===== config.mk =====
export PLATFORM = sky130hd
export DESIGN_NAME = fsk_carrier_gen
export DESIGN_NICKNAME = d
export VERILOG_FILES = /design/src/rtl/fsk_carrier_gen.sv
export SDC_FILE = /design/constraint.sdc
export NUM_CORES = 1
export LEC_CHECK = 0
export ABC_CLOCK_PERIOD_IN_PS = 3300
export BUFFER_PORTS_ARGS = -buffer_cell sky130_fd_sc_hd__buf_2
export CAP_MARGIN = 20
export CORE_MARGIN = 2
export CORE_UTILIZATION = 45
export CTS_CLUSTER_SIZE = 14
export DETAILED_ROUTE_END_ITERATION = 7
export GPL_ROUTABILITY_DRIVEN = 0
export MAX_ROUTING_LAYER = met4
export PLACE_DENSITY = 0.78
export SYNTH_ARGS = -nofsm -noshare
export SYNTH_HDL_FRONTEND = slang
export SYNTH_SLANG_ARGS = --single-unit

===== constraint.sdc =====
create_clock -name clk -period 3.3 [get_ports clk]
set_input_delay 0.66 -clock clk [delete_from_list [all_inputs] [get_ports clk]]
set_output_delay 0.66 -clock clk [all_outputs]
set_load 0.05 [all_outputs]

===== src/rtl/fsk_carrier_gen.sv =====
module fsk_carrier_gen #(
  parameter int CW = 8,
  parameter int MW = 8
) (
  input  logic          clk,
  input  logic          rst_n,
  input  logic          tick,
  input  logic          enable,
  input  logic [MW-1:0] mode,
  input  logic [CW-1:0] pri_high,
  input  logic [CW-1:0] pri_low,
  input  logic [CW-1:0] sec_high,
  input  logic [CW-1:0] sec_low,
  input  logic          swap_req,
  output logic          carrier,
  output logic          period_end
);
  localparam int LW = CW + 1;
  localparam logic [MW-1:0] MODE_TIME = MW'(1);
  localparam logic [MW-1:0] MODE_FSK  = MW'(5);
  localparam logic [MW-1:0] MODE_BASE = MW'(9);
  localparam logic [LW-1:0] FULL      = LW'(1) << CW;

  logic          run, fsk;
  logic          phase_q, sel_q, pend_q;
  logic [CW-1:0] cnt_q, hi_q, lo_q, cur;
  logic [LW-1:0] lim, nxt;
  logic          last, pend_n, sel_n;

  assign run    = enable && (mode == MODE_TIME || mode == MODE_FSK || mode == MODE_BASE);
  assign fsk    = (mode == MODE_FSK);
  assign cur    = phase_q ? lo_q : hi_q;
  assign lim    = (cur == '0) ? FULL : {1'b0, cur};
  assign nxt    = {1'b0, cnt_q} + LW'(1);
  assign last   = (nxt == lim);
  assign pend_n = pend_q | (fsk & swap_req);
  assign sel_n  = fsk & (sel_q ^ pend_n);

  assign carrier    = run && !phase_q;
  assign period_end = run && tick && phase_q && last;

  always_ff @(posedge clk or negedge rst_n) begin
    if (!rst_n) begin
      phase_q <= 1'b0;
      cnt_q   <= '0;
      sel_q   <= 1'b0;
      pend_q  <= 1'b0;
      hi_q    <= '0;
      lo_q    <= '0;
    end else if (!run) begin
      phase_q <= 1'b0;
      cnt_q   <= '0;
      sel_q   <= 1'b0;
      pend_q  <= 1'b0;
      hi_q    <= pri_high;
      lo_q    <= pri_low;
    end else begin
      pend_q <= pend_n;
      if (tick) begin
        if (!last) begin
          cnt_q <= nxt[CW-1:0];
        end else if (!phase_q) begin
          phase_q <= 1'b1;
          cnt_q   <= '0;
        end else begin
          phase_q <= 1'b0;
          cnt_q   <= '0;
          sel_q   <= sel_n;
          pend_q  <= 1'b0;
          hi_q    <= sel_n ? sec_high : pri_high;
          lo_q    <= sel_n ? sec_low  : pri_low;
        end
      end
    end
  end
endmodule


# Yosys cells after proc, flatten, opt, wreduce, memory -nomap -nowiden
# Index checks and enable logic that the tools add are counted.
# totals
reg_bits,27
latch_bits,0
ramBits,0
romBits,0
inputBits,45
out_inout_bits,2
elab_cells,56
mem_count,0
# classes
add_sub_neg,1
multipliers,0
div_mod_pow,0
magnitude_cmp,0
eq_ne,7
shift,0
mux,27
bitwise_logic,4
reduce_logical,11
# op_table
operator,n
8-bit two-way mux,14
1-bit two-way mux,12
"8-bit by 1-bit adder with 9-bit output, second input constant",1
9-bit == test,1
9-bit two-way mux,1
"8-bit by 1-bit == test with 1-bit output, second input constant",1
"8-bit by 3-bit == test with 1-bit output, second input constant",1
"8-bit by 4-bit == test with 1-bit output, second input constant",1
8-bit logical NOT,1
1-bit logical AND,5
"2-bit by 1-bit inequality test with 1-bit output, second input constant",2
3-bit AND reduction,1
1-bit bitwise AND,2
1-bit logical OR,2
"2-bit inequality test, second input constant",1
2-bit AND reduction,1
1-bit logical NOT,1
1-bit OR,1
1-bit XOR,1

# Depth between registers and ports, before layout
# depth
ltp_word,10
mapped_depth,9
ltp_nobuf,7

# Worst setup path after synthesis
# OpenSTA, ideal clock, no wires.
# synth_path
path_type,input to output
from,input mode[7]
to,output period_end
arrival_time_ps,3388
required_ps,2640
path_slack_ps,-748
stages,5
path_buffers,0
path_cell_list,or4b_2 -> nor3_1 -> nand2_1 -> a21o_1 -> nor4_1
# synth_via
elab_chain_cells,7
elab_cells_between_ends,9
cone_classes,3 x eq/ne; 6 x reduce/logical
# synth_lines
element,line_no,text
from (decl),9,"input logic [MW-1:0] mode,"
8-bit by 1-bit == test with 1-bit output or 8-bit by 3-bit == test with 1-bit output (tied branches),30,assign run = enable && (mode == MODE_TIME || mode == MODE_FSK || mode == MODE_BASE);
1-bit logical OR,30,
1-bit logical OR *,30,
1-bit logical AND *,30,
1-bit logical AND * (3 in series),40,assign period_end = run && tick && phase_q && last;
to (decl),16,output logic period_end
# Mark *: on every way between the ends. The rest lies on a longest branch, timed or not.

# Worst setup path in the final report
# Ends and elaborated chain as after synthesis.

==> flow_summary.ini <==
[run_status]
status = completed

[power_and_ir_drop]
power_density_mw_per_mm2 = 283
p_leak_nw = 0.967
peakVddDrop_v = 0.000185
sw_frac_of_total_pct = 22.7
switching_power_uw = 140
combPwrFrac_pct = 13.3
pwr-share-seq_pct = 56.9
clkPwrFrac_pct = 29.8
intPower_uw = 476

[global_route]
grt_overflow = 0
grt_usage_pct = 16.7
gr-usage-met1_pct = 21.9
grt_pass1_vias = 1279
grt-busiest-layer = met2
grt.met2_usage_pct = 27.6
gr-usage-met3_pct = 2.50
grt_pass1_wl_microns = 5600
antenna_found_initial = 0
grt_max_degree = 28

[synth]
yosys_register_bits = 27
syn_avg_cell_area_sq_um = 11.3
yosysTopAreaCellShare_pct = 37.2
ys_types = 40
syn_area_sq_mm = 0.00182
synthTopCellsByArea = dfrtp_1 37%, mux2_2 15%, mux2_4 7.4%
yosysWarnings = 0
syn_nets = 207
netlist.top_cell.by_area = dfrtp_1
synth_cells = 161
seq_area_frac_synth_pct = 37.2

[route]
drt_iter0_drc = 75
wl_per_cell_microns = 13.4
wl_microns = 3510
drcViolationCount = 0
vias_per_cell = 5.26
firstDrtPassIters = 4
drtAntennaViolNets = 0
vias = 1374

[timing]
relSlewSlack_pct = 32.2
finalHoldViolations = 0
setup_viol = 0
timing.fmax_ghz = 0.316
worstMarginPinSlew_ns = 1.02
clock_skew_ns = 0.00295
rsz0062_at_grt = false
fin_crit_ns = 3.16
maxSlewViolCount = 0
setup_tns_ns = 0
period_share_pct = 95.8

[setup_path]
rrSetupSlack_ns = 0.29
slowest_stage = or4b_2
rr_startpoint = cnt_q[0]
critPathMaxStageDelay_ns = 0.65
crit_chain = buf_2, or4b_2, nor3_1, nand2_1, a21o_1, nor4_4, buf_4
critPathCaptureType = primary output
r2r_cells = 7
critPathLaunchType = input port
r2r_end = lo_q[4]
cp.arrival_ns = 2.50
path_max_fanout = 5
crit_type = input port to primary output
cp.required_ns = 2.64

[die]
die_h_microns = 67.6
initial_core_util_pct = 46.1
io_pins = 47
core_area_sq_mm = 0.00394
rows = 23
die_x_microns = 67.6
die_area_sq_mm = 0.00456

[cells_and_area]
mostFrequentLayoutCells = 45 x buf_2, 26 x dfrtp_1, 24 x mux2_2
fillers = 352
area_growth_pct = 19.5
diodes = 0
layout.nets = 258
fin_util_pct = 55.1
drive_gt1_share_pct = 46.0
final_common_cell = buf_2

[clocking]
insertion_delay_ns = 0.27
cts_max_path_buffers = 2
cts_max_level = 1
clock_sinks = 27
postCtsSetupBuffers = 0
numCtsBuffers = 3
cts_root_buffer = clkbuf_8
cts_hold_buffers = 0
clk_pin_slew_ns = 0.09
tritoncts = built
cts-resized-gates = 1

[run]
cap_violations = 0

[hold_path]
hold_class = input port to asynchronous set/reset pin

[place]
dpl.hpwl_microns = 2800
portBuffers = 46
## worst max path at each step
stage,from,end,slack (ns)
final,mode[7],period_end,0.14
after global routing,mode[7],period_end,0.03
after CTS,mode[7],period_end,0.08
after detailed placement,mode[7],period_end,0.09
after global placement,mode[7],period_end,0.1
after floorplan,mode[7],period_end,0.12
## cell usage after synthesis
cell      count
dfrtp_1      27
mux2_2       24
nor2_1       13
mux2_4        9
mux2i_1       8
nand2_1       8
xor2_1        8
xnor2_1       7
nor3_1        6
a21oi_1       5
nand3_1       4
and3_1        3
nand4_1       3
nor4_1        3
o21ai_0       3
buf_2         2
buf_6         2
o31ai_1       2
or3_1         2
or4_1         2
a21o_1        1
a22oi_1       1
a31oi_1       1
and2_1        1
and4b_1       1
buf_8         1
clkbuf_1      1
ha_1          1
inv_1         1
nand4b_4      1
nor2_2        1
nor2b_1       1
o211ai_1      1
o21ai_2       1
o22a_1        1
o31ai_4       1
o32ai_4       1
or4b_1        1
or4b_2        1
xnor3_1       1
## routing by layer
metal	vias up	wire (microns)
met4	0	10
met5	-	0
met2	22	1760
met1	654	1630
met3	2	103
li1	696	-
## worst max-delay path, delay by kind of cell
family                 cells  cell delay (ns)
AND/OR/NAND/NOR            4             1.27
buffers and inverters      2             0.32
AO/OA/AOI/OAI              1             0.24
## cell type report
type / instances / area, sq um / share of cell area, %
multi-input combinational: 127 / 1110 / 50.9
sequential: 27 / 677 / 31.1
timing repair buffer: 52 / 278 / 12.8
tap: 50 / 62.6 / 2.88
clock buffer: 4 / 45.0 / 2.07
inverter: 1 / 3.75 / 0.173
## sequential cells by signal, indices dropped and copies added, names as in the netlist
signal   cells
lo_q         8
sel_q        1
phase_q      1
cnt_q        8
pend_q       1
hi_q         8
## power groups by stage
stage | logic (mW) | clock network, mW | registers (mW)
floorplan | 0.0437 | 0 | 0.353
global placement | 0.0796 | 0 | 0.356
detailed placement | 0.0823 | 0 | 0.357
CTS | 0.0827 | 0.189 | 0.350
global route | 0.0904 | 0.205 | 0.352
finish | 0.0817 | 0.184 | 0.350
## kinds of logic after synthesis
group | after synthesis | synth area share, %
xor+xnor | 16 | 8.47
fa+ha+maj | 1 | 0.688
simple gates | 51 | 15.7
buf+inv | 7 | 3.03
compound gates | 18 | 8.26
flops | 27 | 37.2
mux | 41 | 26.7
## per-stage QoR
| step | total power, mW | setup WS (ns) | cells | cell area (sq um) | hold WS, ns |
|---|---|---|---|---|---|
| after floorplan | 0.397 | 0.122 | 161 | 1830 | 0.364 |
| after global placement | 0.436 | 0.0983 | 257 | 2120 | 0.514 |
| after detailed placement | 0.439 | 0.0877 | 257 | 2120 | 0.530 |
| after CTS | 0.622 | 0.0781 | 261 | 2170 | 0.409 |
| after global routing | 0.647 | 0.0334 | 261 | 2170 | 0.435 |
| final | 0.616 | 0.139 | 261 | 2170 | 0.398 |
(Power assumes the default switching activity.)
